**config.mk**
```make
export PLATFORM = sky130hd
export DESIGN_NAME = stub_frame_link
export DESIGN_NICKNAME = d
export VERILOG_FILES = /design/src/rtl/stubLinkPkg.sv /design/src/rtl/stubLinkCtrl.sv /design/src/rtl/stubLinkDatapath.sv /design/src/rtl/stub_frame_link.sv
export SDC_FILE = /design/constraint.sdc
export NUM_CORES = 1
export LEC_CHECK = 0
export ABC_AREA = 1
export BUFFER_PORTS_ARGS = -buffer_cell sky130_fd_sc_hd__buf_2
export CORE_MARGIN = 4
export CORE_UTILIZATION = 46
export CTS_BUF_LIST = sky130_fd_sc_hd__clkbuf_16
export CTS_CLUSTER_DIAMETER = 200
export DETAILED_ROUTE_END_ITERATION = 10
export GPL_ROUTABILITY_DRIVEN = 0
export PLACE_DENSITY = 0.86
export REMOVE_ABC_BUFFERS = 1
export SLEW_MARGIN = 20
export SYNTH_ARGS = -nofsm -noshare
export SYNTH_HDL_FRONTEND = slang
export SYNTH_SLANG_ARGS = --single-unit
```
**constraint.sdc**
```tcl
create_clock -name clk -period 1 [get_ports clk]
set_input_delay 0.1 -clock clk [delete_from_list [all_inputs] [get_ports clk]]
set_output_delay 0.1 -clock clk [all_outputs]
set_load 0.01 [all_outputs]
```
**src/rtl/stubLinkPkg.sv**
```systemverilog
package stubLinkPkg;

  localparam int FRAME_W   = 16;
  localparam int STUB_W    = 2 * FRAME_W;
  localparam int HS_W      = 8;
  localparam int PAT_W     = 4;
  localparam int QUAL_W    = 4;
  localparam int WG_W      = 7;
  localparam int CH_W      = 4;
  localparam int BX_W      = 2;

  typedef struct packed {
    logic              valid;
    logic [QUAL_W-1:0] quality;
    logic [CH_W-1:0]   chamber;
    logic [WG_W-1:0]   wireGroup;
    logic [PAT_W-1:0]  pattern;
    logic [BX_W-1:0]   bxn;
    logic              syncErr;
    logic              bend;
    logic [HS_W-1:0]   halfStrip;
  } stubT;

  typedef struct packed {
    logic txLoad;
    logic txAdvance;
    logic txBlank;
    logic rxCapture;
    logic rxEmit;
  } linkCtrlT;

  typedef enum logic [1:0] {
    PH_IDLE   = 2'd0,
    PH_FIRST  = 2'd1,
    PH_SECOND = 2'd2
  } txPhaseT;

  function automatic logic [FRAME_W-1:0] packFirst(input stubT s);
    return {s.valid, s.quality, s.chamber, s.wireGroup};
  endfunction

  // crossing-number bits straddle the sync-error flag
  function automatic logic [FRAME_W-1:0] packSecond(input stubT s);
    return {s.pattern, s.bxn[0], s.syncErr, s.bxn[1], s.bend, s.halfStrip};
  endfunction

  function automatic stubT unpackPair(input logic [FRAME_W-1:0] f1,
                                      input logic [FRAME_W-1:0] f2);
    stubT s;
    s.valid     = f1[15];
    s.quality   = f1[14:11];
    s.chamber   = f1[10:7];
    s.wireGroup = f1[6:0];
    s.pattern   = f2[15:12];
    s.bxn       = {f2[9], f2[11]};
    s.syncErr   = f2[10];
    s.bend      = f2[8];
    s.halfStrip = f2[7:0];
    return s;
  endfunction

endpackage

```
**src/rtl/stubLinkCtrl.sv**
```systemverilog
module stubLinkCtrl
  import stubLinkPkg::*;
(
  input  logic     clk,
  input  logic     rstN,
  input  logic     slotEn,
  input  logic     bxStrobe,
  input  logic     rxFirst,
  output logic     txFirst,
  output linkCtrlT ctrl
);

  txPhaseT phaseQ;
  txPhaseT phaseD;
  logic    rxArmedQ;
  logic    rxArmedD;

  always_comb begin
    phaseD = phaseQ;
    if (slotEn) begin
      if (bxStrobe)               phaseD = PH_FIRST;
      else if (phaseQ == PH_FIRST) phaseD = PH_SECOND;
      else                         phaseD = PH_IDLE;
    end
  end

  always_comb begin
    rxArmedD = rxArmedQ;
    if (slotEn) rxArmedD = rxFirst;
  end

  always_comb begin
    ctrl           = '0;
    ctrl.txLoad    = slotEn && bxStrobe;
    ctrl.txAdvance = slotEn && !bxStrobe && (phaseQ == PH_FIRST);
    ctrl.txBlank   = slotEn && !bxStrobe && (phaseQ != PH_FIRST);
    ctrl.rxCapture = slotEn && rxFirst;
    ctrl.rxEmit    = slotEn && !rxFirst && rxArmedQ;
  end

  always_ff @(posedge clk or negedge rstN) begin
    if (!rstN) begin
      phaseQ   <= PH_IDLE;
      rxArmedQ <= 1'b0;
    end else begin
      phaseQ   <= phaseD;
      rxArmedQ <= rxArmedD;
    end
  end

  assign txFirst = (phaseQ == PH_FIRST);

  // marker drops after the first slot when no new strobe arrives
  a_r3_first_then_second: assert property (@(posedge clk) disable iff (!rstN)
    slotEn && !bxStrobe && txFirst |=> !txFirst);

  // an enabled strobe raises the marker
  a_r3_marker_after_strobe: assert property (@(posedge clk) disable iff (!rstN)
    slotEn && bxStrobe |=> txFirst);

  // an unmarked enabled slot leaves nothing to pair with
  a_r7_disarm: assert property (@(posedge clk) disable iff (!rstN)
    slotEn && !rxFirst |=> !ctrl.rxEmit);

  // pairing state holds when the slot is not enabled
  a_r8_arm_hold: assert property (@(posedge clk) disable iff (!rstN)
    !slotEn |=> $stable(rxArmedQ) && $stable(phaseQ));

endmodule

```
**src/rtl/stubLinkDatapath.sv**
```systemverilog
module stubLinkDatapath
  import stubLinkPkg::*;
(
  input  logic               clk,
  input  logic               rstN,
  input  linkCtrlT           ctrl,
  input  logic               txHave,
  input  stubT               txStub,
  input  logic [FRAME_W-1:0] rxFrame,
  output logic [FRAME_W-1:0] txFrame,
  output stubT               rxStub,
  output logic               rxStubStrobe
);

  logic [FRAME_W-1:0] txFrameQ;
  logic [FRAME_W-1:0] pendQ;
  logic [FRAME_W-1:0] holdQ;
  stubT               stubQ;
  logic               strobeQ;
  logic [FRAME_W-1:0] loadFirst;
  logic [FRAME_W-1:0] loadSecond;

  always_comb begin
    loadFirst  = txHave ? packFirst(txStub)  : '0;
    loadSecond = txHave ? packSecond(txStub) : '0;
  end

  always_ff @(posedge clk or negedge rstN) begin
    if (!rstN) begin
      txFrameQ <= '0;
      pendQ    <= '0;
    end else if (ctrl.txLoad) begin
      txFrameQ <= loadFirst;
      pendQ    <= loadSecond;
    end else if (ctrl.txAdvance) begin
      txFrameQ <= pendQ;
      pendQ    <= '0;
    end else if (ctrl.txBlank) begin
      txFrameQ <= '0;
    end
  end

  always_ff @(posedge clk or negedge rstN) begin
    if (!rstN) begin
      holdQ   <= '0;
      stubQ   <= '0;
      strobeQ <= 1'b0;
    end else begin
      strobeQ <= ctrl.rxEmit;
      if (ctrl.rxCapture) holdQ <= rxFrame;
      if (ctrl.rxEmit)    stubQ <= unpackPair(holdQ, rxFrame);
    end
  end

  assign txFrame      = txFrameQ;
  assign rxStub       = stubQ;
  assign rxStubStrobe = strobeQ;

  // rebuilt-stub strobe is a single-clock pulse
  a_r6_strobe_pulse: assert property (@(posedge clk) disable iff (!rstN)
    strobeQ |=> !strobeQ);

  // with no transmit strobe from control the frame holds
  a_r8_frame_hold: assert property (@(posedge clk) disable iff (!rstN)
    !(ctrl.txLoad || ctrl.txAdvance || ctrl.txBlank) |=> $stable(txFrameQ));

  // rebuilt fields change only together with the strobe
  a_r7_fields_hold: assert property (@(posedge clk) disable iff (!rstN)
    !ctrl.rxEmit |=> $stable(stubQ));

endmodule

```
**src/rtl/stub_frame_link.sv**
```systemverilog
module stub_frame_link
  import stubLinkPkg::*;
(
  input  logic               clk,
  input  logic               rstN,
  input  logic               slotEn,
  input  logic               bxStrobe,
  input  logic               txHave,
  input  logic [HS_W-1:0]    txHalfStrip,
  input  logic [PAT_W-1:0]   txPattern,
  input  logic               txBend,
  input  logic [QUAL_W-1:0]  txQuality,
  input  logic [WG_W-1:0]    txWireGroup,
  input  logic [CH_W-1:0]    txChamber,
  input  logic [BX_W-1:0]    txBxn,
  input  logic               txValid,
  input  logic               txSyncErr,
  output logic [FRAME_W-1:0] txFrame,
  output logic               txFirst,
  input  logic [FRAME_W-1:0] rxFrame,
  input  logic               rxFirst,
  output logic [HS_W-1:0]    rxHalfStrip,
  output logic [PAT_W-1:0]   rxPattern,
  output logic               rxBend,
  output logic [QUAL_W-1:0]  rxQuality,
  output logic [WG_W-1:0]    rxWireGroup,
  output logic [CH_W-1:0]    rxChamber,
  output logic [BX_W-1:0]    rxBxn,
  output logic               rxValid,
  output logic               rxSyncErr,
  output logic               rxStubStrobe
);

  linkCtrlT ctrl;
  stubT     txStub;
  stubT     rxStub;

  always_comb begin
    txStub.valid     = txValid;
    txStub.quality   = txQuality;
    txStub.chamber   = txChamber;
    txStub.wireGroup = txWireGroup;
    txStub.pattern   = txPattern;
    txStub.bxn       = txBxn;
    txStub.syncErr   = txSyncErr;
    txStub.bend      = txBend;
    txStub.halfStrip = txHalfStrip;
  end

  stubLinkCtrl uCtrl (
    .clk      (clk),
    .rstN     (rstN),
    .slotEn   (slotEn),
    .bxStrobe (bxStrobe),
    .rxFirst  (rxFirst),
    .txFirst  (txFirst),
    .ctrl     (ctrl)
  );

  stubLinkDatapath uData (
    .clk          (clk),
    .rstN         (rstN),
    .ctrl         (ctrl),
    .txHave       (txHave),
    .txStub       (txStub),
    .rxFrame      (rxFrame),
    .txFrame      (txFrame),
    .rxStub       (rxStub),
    .rxStubStrobe (rxStubStrobe)
  );

  assign rxHalfStrip = rxStub.halfStrip;
  assign rxPattern   = rxStub.pattern;
  assign rxBend      = rxStub.bend;
  assign rxQuality   = rxStub.quality;
  assign rxWireGroup = rxStub.wireGroup;
  assign rxChamber   = rxStub.chamber;
  assign rxBxn       = rxStub.bxn;
  assign rxValid     = rxStub.valid;
  assign rxSyncErr   = rxStub.syncErr;

  // a strobe without a stub sends a zero first half-word
  a_r4_blank_no_stub: assert property (@(posedge clk) disable iff (!rstN)
    slotEn && bxStrobe && !txHave |=> txFrame == '0);

  // valid flag lands in the top bit of the first half-word
  a_r1_valid_bit: assert property (@(posedge clk) disable iff (!rstN)
    slotEn && bxStrobe && txHave |=> txFrame[FRAME_W-1] == $past(txValid));

  // half-strip lands in the low byte of the second half-word
  a_r2_half_strip: assert property (@(posedge clk) disable iff (!rstN)
    slotEn && bxStrobe && txHave ##1 slotEn && !bxStrobe
      |=> txFrame[HS_W-1:0] == $past(txHalfStrip, 2));

endmodule

```
Word level (Yosys, flattened, before mapping)
Cells that the tools add are included.
Operators by class
  multiplexer cells: 9
  equality and inequality tests: 2
  reductions and logical operators: 11
Operators by type and width (number)
  16-bit two-way mux: 7
  1-bit logical AND: 7
  2-bit two-way mux: 2
  3-bit nonzero test: 1
  2-bit by 1-bit == test with 1-bit output, second input constant: 1
  1-bit logical NOT: 2
  2-bit by 1-bit inequality test with 1-bit output, second input constant: 1
  2-bit nonzero test: 1
Storage, ports and cells
  input port bits: 54
  word-level logic and storage cells: 37
  output and inout bits: 50
  register bits: 84

Logic depth before layout (Yosys ltp)
  word-level depth: 6
  gate-level depth with buffers: 7
  mapped depth without buffers: 6

Hierarchy
A second synthesis with hierarchy kept.
Unflattened totals
  cell total of the unflattened synthesis: 367
  area, all modules: 3358.2 µm²
By module, submodules not included
  stubLinkDatapath: times used 1, sequential area each 2026.9 µm², area an instance 3199.3 µm², cells an instance 346
  stubLinkCtrl: times used 1, sequential area each 75.1 µm², area an instance 158.9 µm², cells an instance 21

Least setup slack after synthesis
No wires, ideal clock.
  path type: register -> register
  start: register uCtrl.phaseQ[1]
  end: register uData.pendQ[10]
  required time: 0.883 ns
  clock period less this slack: 1.118 ns
  path slack: -0.118 ns
  path buffers: 1
  arrival: 1.001 ns
  library setup time: 0.117 ns
  cell stages (with the launch flop): 6
  cell sequence: dfrtp_1 > nor2_2 > nand2_4 > buf_6 > nand3_1 > nand2_1
Between the ends
  cells in the longest elaborated chain, start to end: 3
Ends and longest elaborated chain
  start: declaration: line stubLinkCtrl.sv:13  | txPhaseT phaseQ;
  start signal: assignment: line stubLinkCtrl.sv:46  | phaseQ <= phaseD;
  2-bit by 1-bit == test with 1-bit output: line stubLinkCtrl.sv:35  | ctrl.txAdvance = slotEn && !bxStrobe && (phaseQ == PH_FIRST);
  1-bit logical AND: line stubLinkCtrl.sv:35
  2-bit nonzero test (no line)
  end signal: assignment: line stubLinkDatapath.sv:34  | pendQ <= loadSecond;
  end: declaration: line stubLinkDatapath.sv:16  | logic [FRAME_W-1:0] pendQ;
No other way between the ends.
A chain may end at the register's enable or synchronous reset.

Worst setup path in the final report
  start: register uCtrl.phaseQ[1]
  end: output port txFirst
Between the ends
  cells in the longest elaborated chain, start to end: 1
Ends and longest elaborated chain
  2-bit by 1-bit == test with 1-bit output: line stubLinkCtrl.sv:51  | assign txFirst = (phaseQ == PH_FIRST);
  end: declaration: line stub_frame_link.sv:19  | output logic txFirst,
No other way between the ends.

==> run metrics <==
fmax=873 MHz; critical path, cell by cell=nor2_4, buf_6, buf_6; fraction of layout cells with a size suffix above 1=41.5%; Die ar.=0.00863 mm^2; Synth Area per Inst=9.24 um^2; RSZ-0062 raised after global routing=true; Tcrit/Tclk final=115%; fin crit period=1.15 ns; Setup TNS Final=-3.06 ns; row count=30; FF+latch count, synth=84; Layout area overhead=52.3%; distinct cell type count after synthesis=18; DRC=0; Critical R2R Launch=uCtrl.phaseQ[0]$_DFFE_PN0P_; HP Class=in -> reg; initial cell density of the core=48.0%; CTS root buf=clkbuf_16; core area=0.00691 mm^2; Overall Global Routing Usage=21.0%; Seq pwr share=47.2%; # H-tree levels=3; Post-DRT Antenna Nets=0; Slew Viols, Final=0; combinational share of power=20.9%; total routed wirelength=9890 um; DP Worst Slack=-0.145 ns; WP buf/inv=2; Vias=3103; required time worst endpoint=0.90 ns; clock group share of total power=31.9%; CTS tree=yes; PD cells=1790 mW/mm^2; worst-path fanout max=2; CP Data Arrival Time=1.05 ns; Leak=2.70 nW; 1st-iter DRT viols=194; gr ovfl total=0; clock transition at the registers of the reported paths=0.05 ns; I/O Pins=104; Final #Nets=557; Filler cells=485; Worst Reg-to-Reg Cells=7; TritonRoute pass-1 iters=4; vias per cell=5.14; total power=9.05 mW; HPWL Detailed=5530 um; die height=92.9 um; Num CTS Buffers=9; Die Span X=92.9 um; critical path's top delay family=flip-flops; DR WL/cell=16.4 um; I/O Buffers=103; final hold vios=0; Max IR drop VDD=0.000952 V; worst setup margin=-0.146 ns; Mapped Cells=359; first-pass GRT wire length=14500 um; final setup skew=0.00615 ns; vias in the first global route=3105; Ant. Diodes=0; Slew @ Worst Pin=0.702 ns; CP Capture Type=output port; Max Root-Sink Buffers=2; hold path depth=3; Post-Syn Area=0.00332 mm^2; HP Start=txHalfStrip[5]; YS warnings=0; status=finished with violations; CP startpoint=uCtrl.phaseQ[1]$_DFFE_PN0P_; Psw=2.63 mW; Crit Path Class=reg -> out; largest net degree at the start of global routing=34; failing checks=negative setup slack; Slew Limit Headroom=53.1%; Crit-path slowest cell=dfrtp_1; register area share after synthesis=63.4%; Crit. path cell count=3; largest stage delay on the critical path=0.40 ns; P_int=6.42 mW; sw frac=29.0%; initial antenna violation count=0; most frequent cells in the layout=113 x nand2_1, 100 x buf_2, 83 x dfrtp_1; CP most frequent cell=buf_6; CTS sink count=84; # setup viols final=58; commonest non-fill, non-tap cell in the layout=nand2_1; Max-Cap Viols=0; crit start category=flip-flop; clock insertion delay at the later pin of the skew report=0.32 ns
-- routing by layer --
layer	vias up	part of all wire, %	track usage [%]
met1	1518	39	26.2
met2	114	54	35.6
met5	-	0	0
met4	0	3.2	9.40
li1	1435	-	-
met3	36	3.8	3.98
-- flip-flops by register name (all words and copies together), names as in the netlist --
register	cells
uCtrl.rxArmedQ	1
uData.holdQ	16
uData.rxStubStrobe	1
uCtrl.phaseQ	2
uData.txFrame	16
uData.pendQ	16
uData.rxStub	32
-- Yosys cell counts --
library cell / number / area share (%)
nor2_2: 1 / 0.19
inv_2: 1 / 0.11
o21ai_0: 29 / 4.4
nand2_1: 150 / 17
nand2_2: 1 / 0.19
nand3_1: 48 / 7.2
nor2_1: 1 / 0.11
clkinv_1: 1 / 0.11
dfrtp_1: 84 / 63
clkbuf_1: 6 / 0.68
nor2_4: 1 / 0.34
nor2_8: 1 / 0.60
inv_1: 18 / 2.0
buf_2: 5 / 0.75
nand2_4: 1 / 0.34
buf_4: 4 / 0.91
buf_6: 3 / 1.0
o21ai_1: 4 / 0.60
-- final timing paths --
kind                                                  to  slack, ns
max                                              txFirst      -0.15
min                           uData.pendQ[5]$_DFFE_PN0P_      0.004
max reg2reg                uData.txFrame[14]$_DFFE_PN0P_      -0.12
min reg2reg                 uData.rxStub[17]$_DFFE_PN0P_       0.47
max in group asynchronous     uData.pendQ[6]$_DFFE_PN0P_       0.32
min in group asynchronous   uData.rxStub[16]$_DFFE_PN0P_       0.22
-- per-stage QoR --
stage | hold slack [ns] | instance area (um^2) | std cells | util, %
after floorplan | -0.196 | 3200 | 341 | -
after global placement | 0.0100 | 4010 | 552 | 58.0
after detailed placement | 0.0235 | 4010 | 552 | 58.0
after CTS | 0.0000892 | 4620 | 596 | 66.9
after global routing | 0.00535 | 5050 | 604 | 73.1
final | 0.00427 | 5050 | 604 | 73.1
-- cell families after synthesis --
group                  count (synthesis)  share of synthesized area, %
AO/OA/AOI/OAI                         33                          4.98
buffers and inverters                 38                          5.62
flip-flops                            84                          63.4
AND/OR/NAND/NOR                      204                          26.0
-- power groups by stage --
stage                     clock network [mW]  logic, mW  registers, mW
final                                   2.89       1.89           4.27
after global routing                    3.14       2.05           4.32
after CTS                               2.94       1.58           4.15
after detailed placement                   0       1.42           4.20
after global placement                     0       1.37           4.17
after floorplan                            0      0.492           4.34
-- timing repair --
action,CTS,global route
setup endpoints to repair,50,56
cloned,2,8
hold buffers,23,0
pin swaps,3,19
endpoints found under the hold margin,106,0
resized for setup,16,92
setup buffers,3,1
-- layout make-up --
| class | instances | area [um^2] | share of cell area, % |
|---|---|---|---|
| Timing Repair Buffer | 149 | 1100 | 21.9 |
| Sequential cell | 84 | 2100 | 41.6 |
| Clock buffer | 9 | 225 | 4.46 |
| Timing Repair inverter | 1 | 8.76 | 0.173 |
| Tap cell | 96 | 120 | 2.38 |
| Inverter | 20 | 87.6 | 1.73 |
| Multi-Input combinational cell | 238 | 1360 | 27.0 |
| Clock inverter | 7 | 37.5 | 0.743 |
-- tightest hold or removal path: stages --
cell	delay, ns
buf_2	0.08
nand2_1	0.05
nand2_1	0.06
Note: power is estimated with default switching activity, not from simulation.
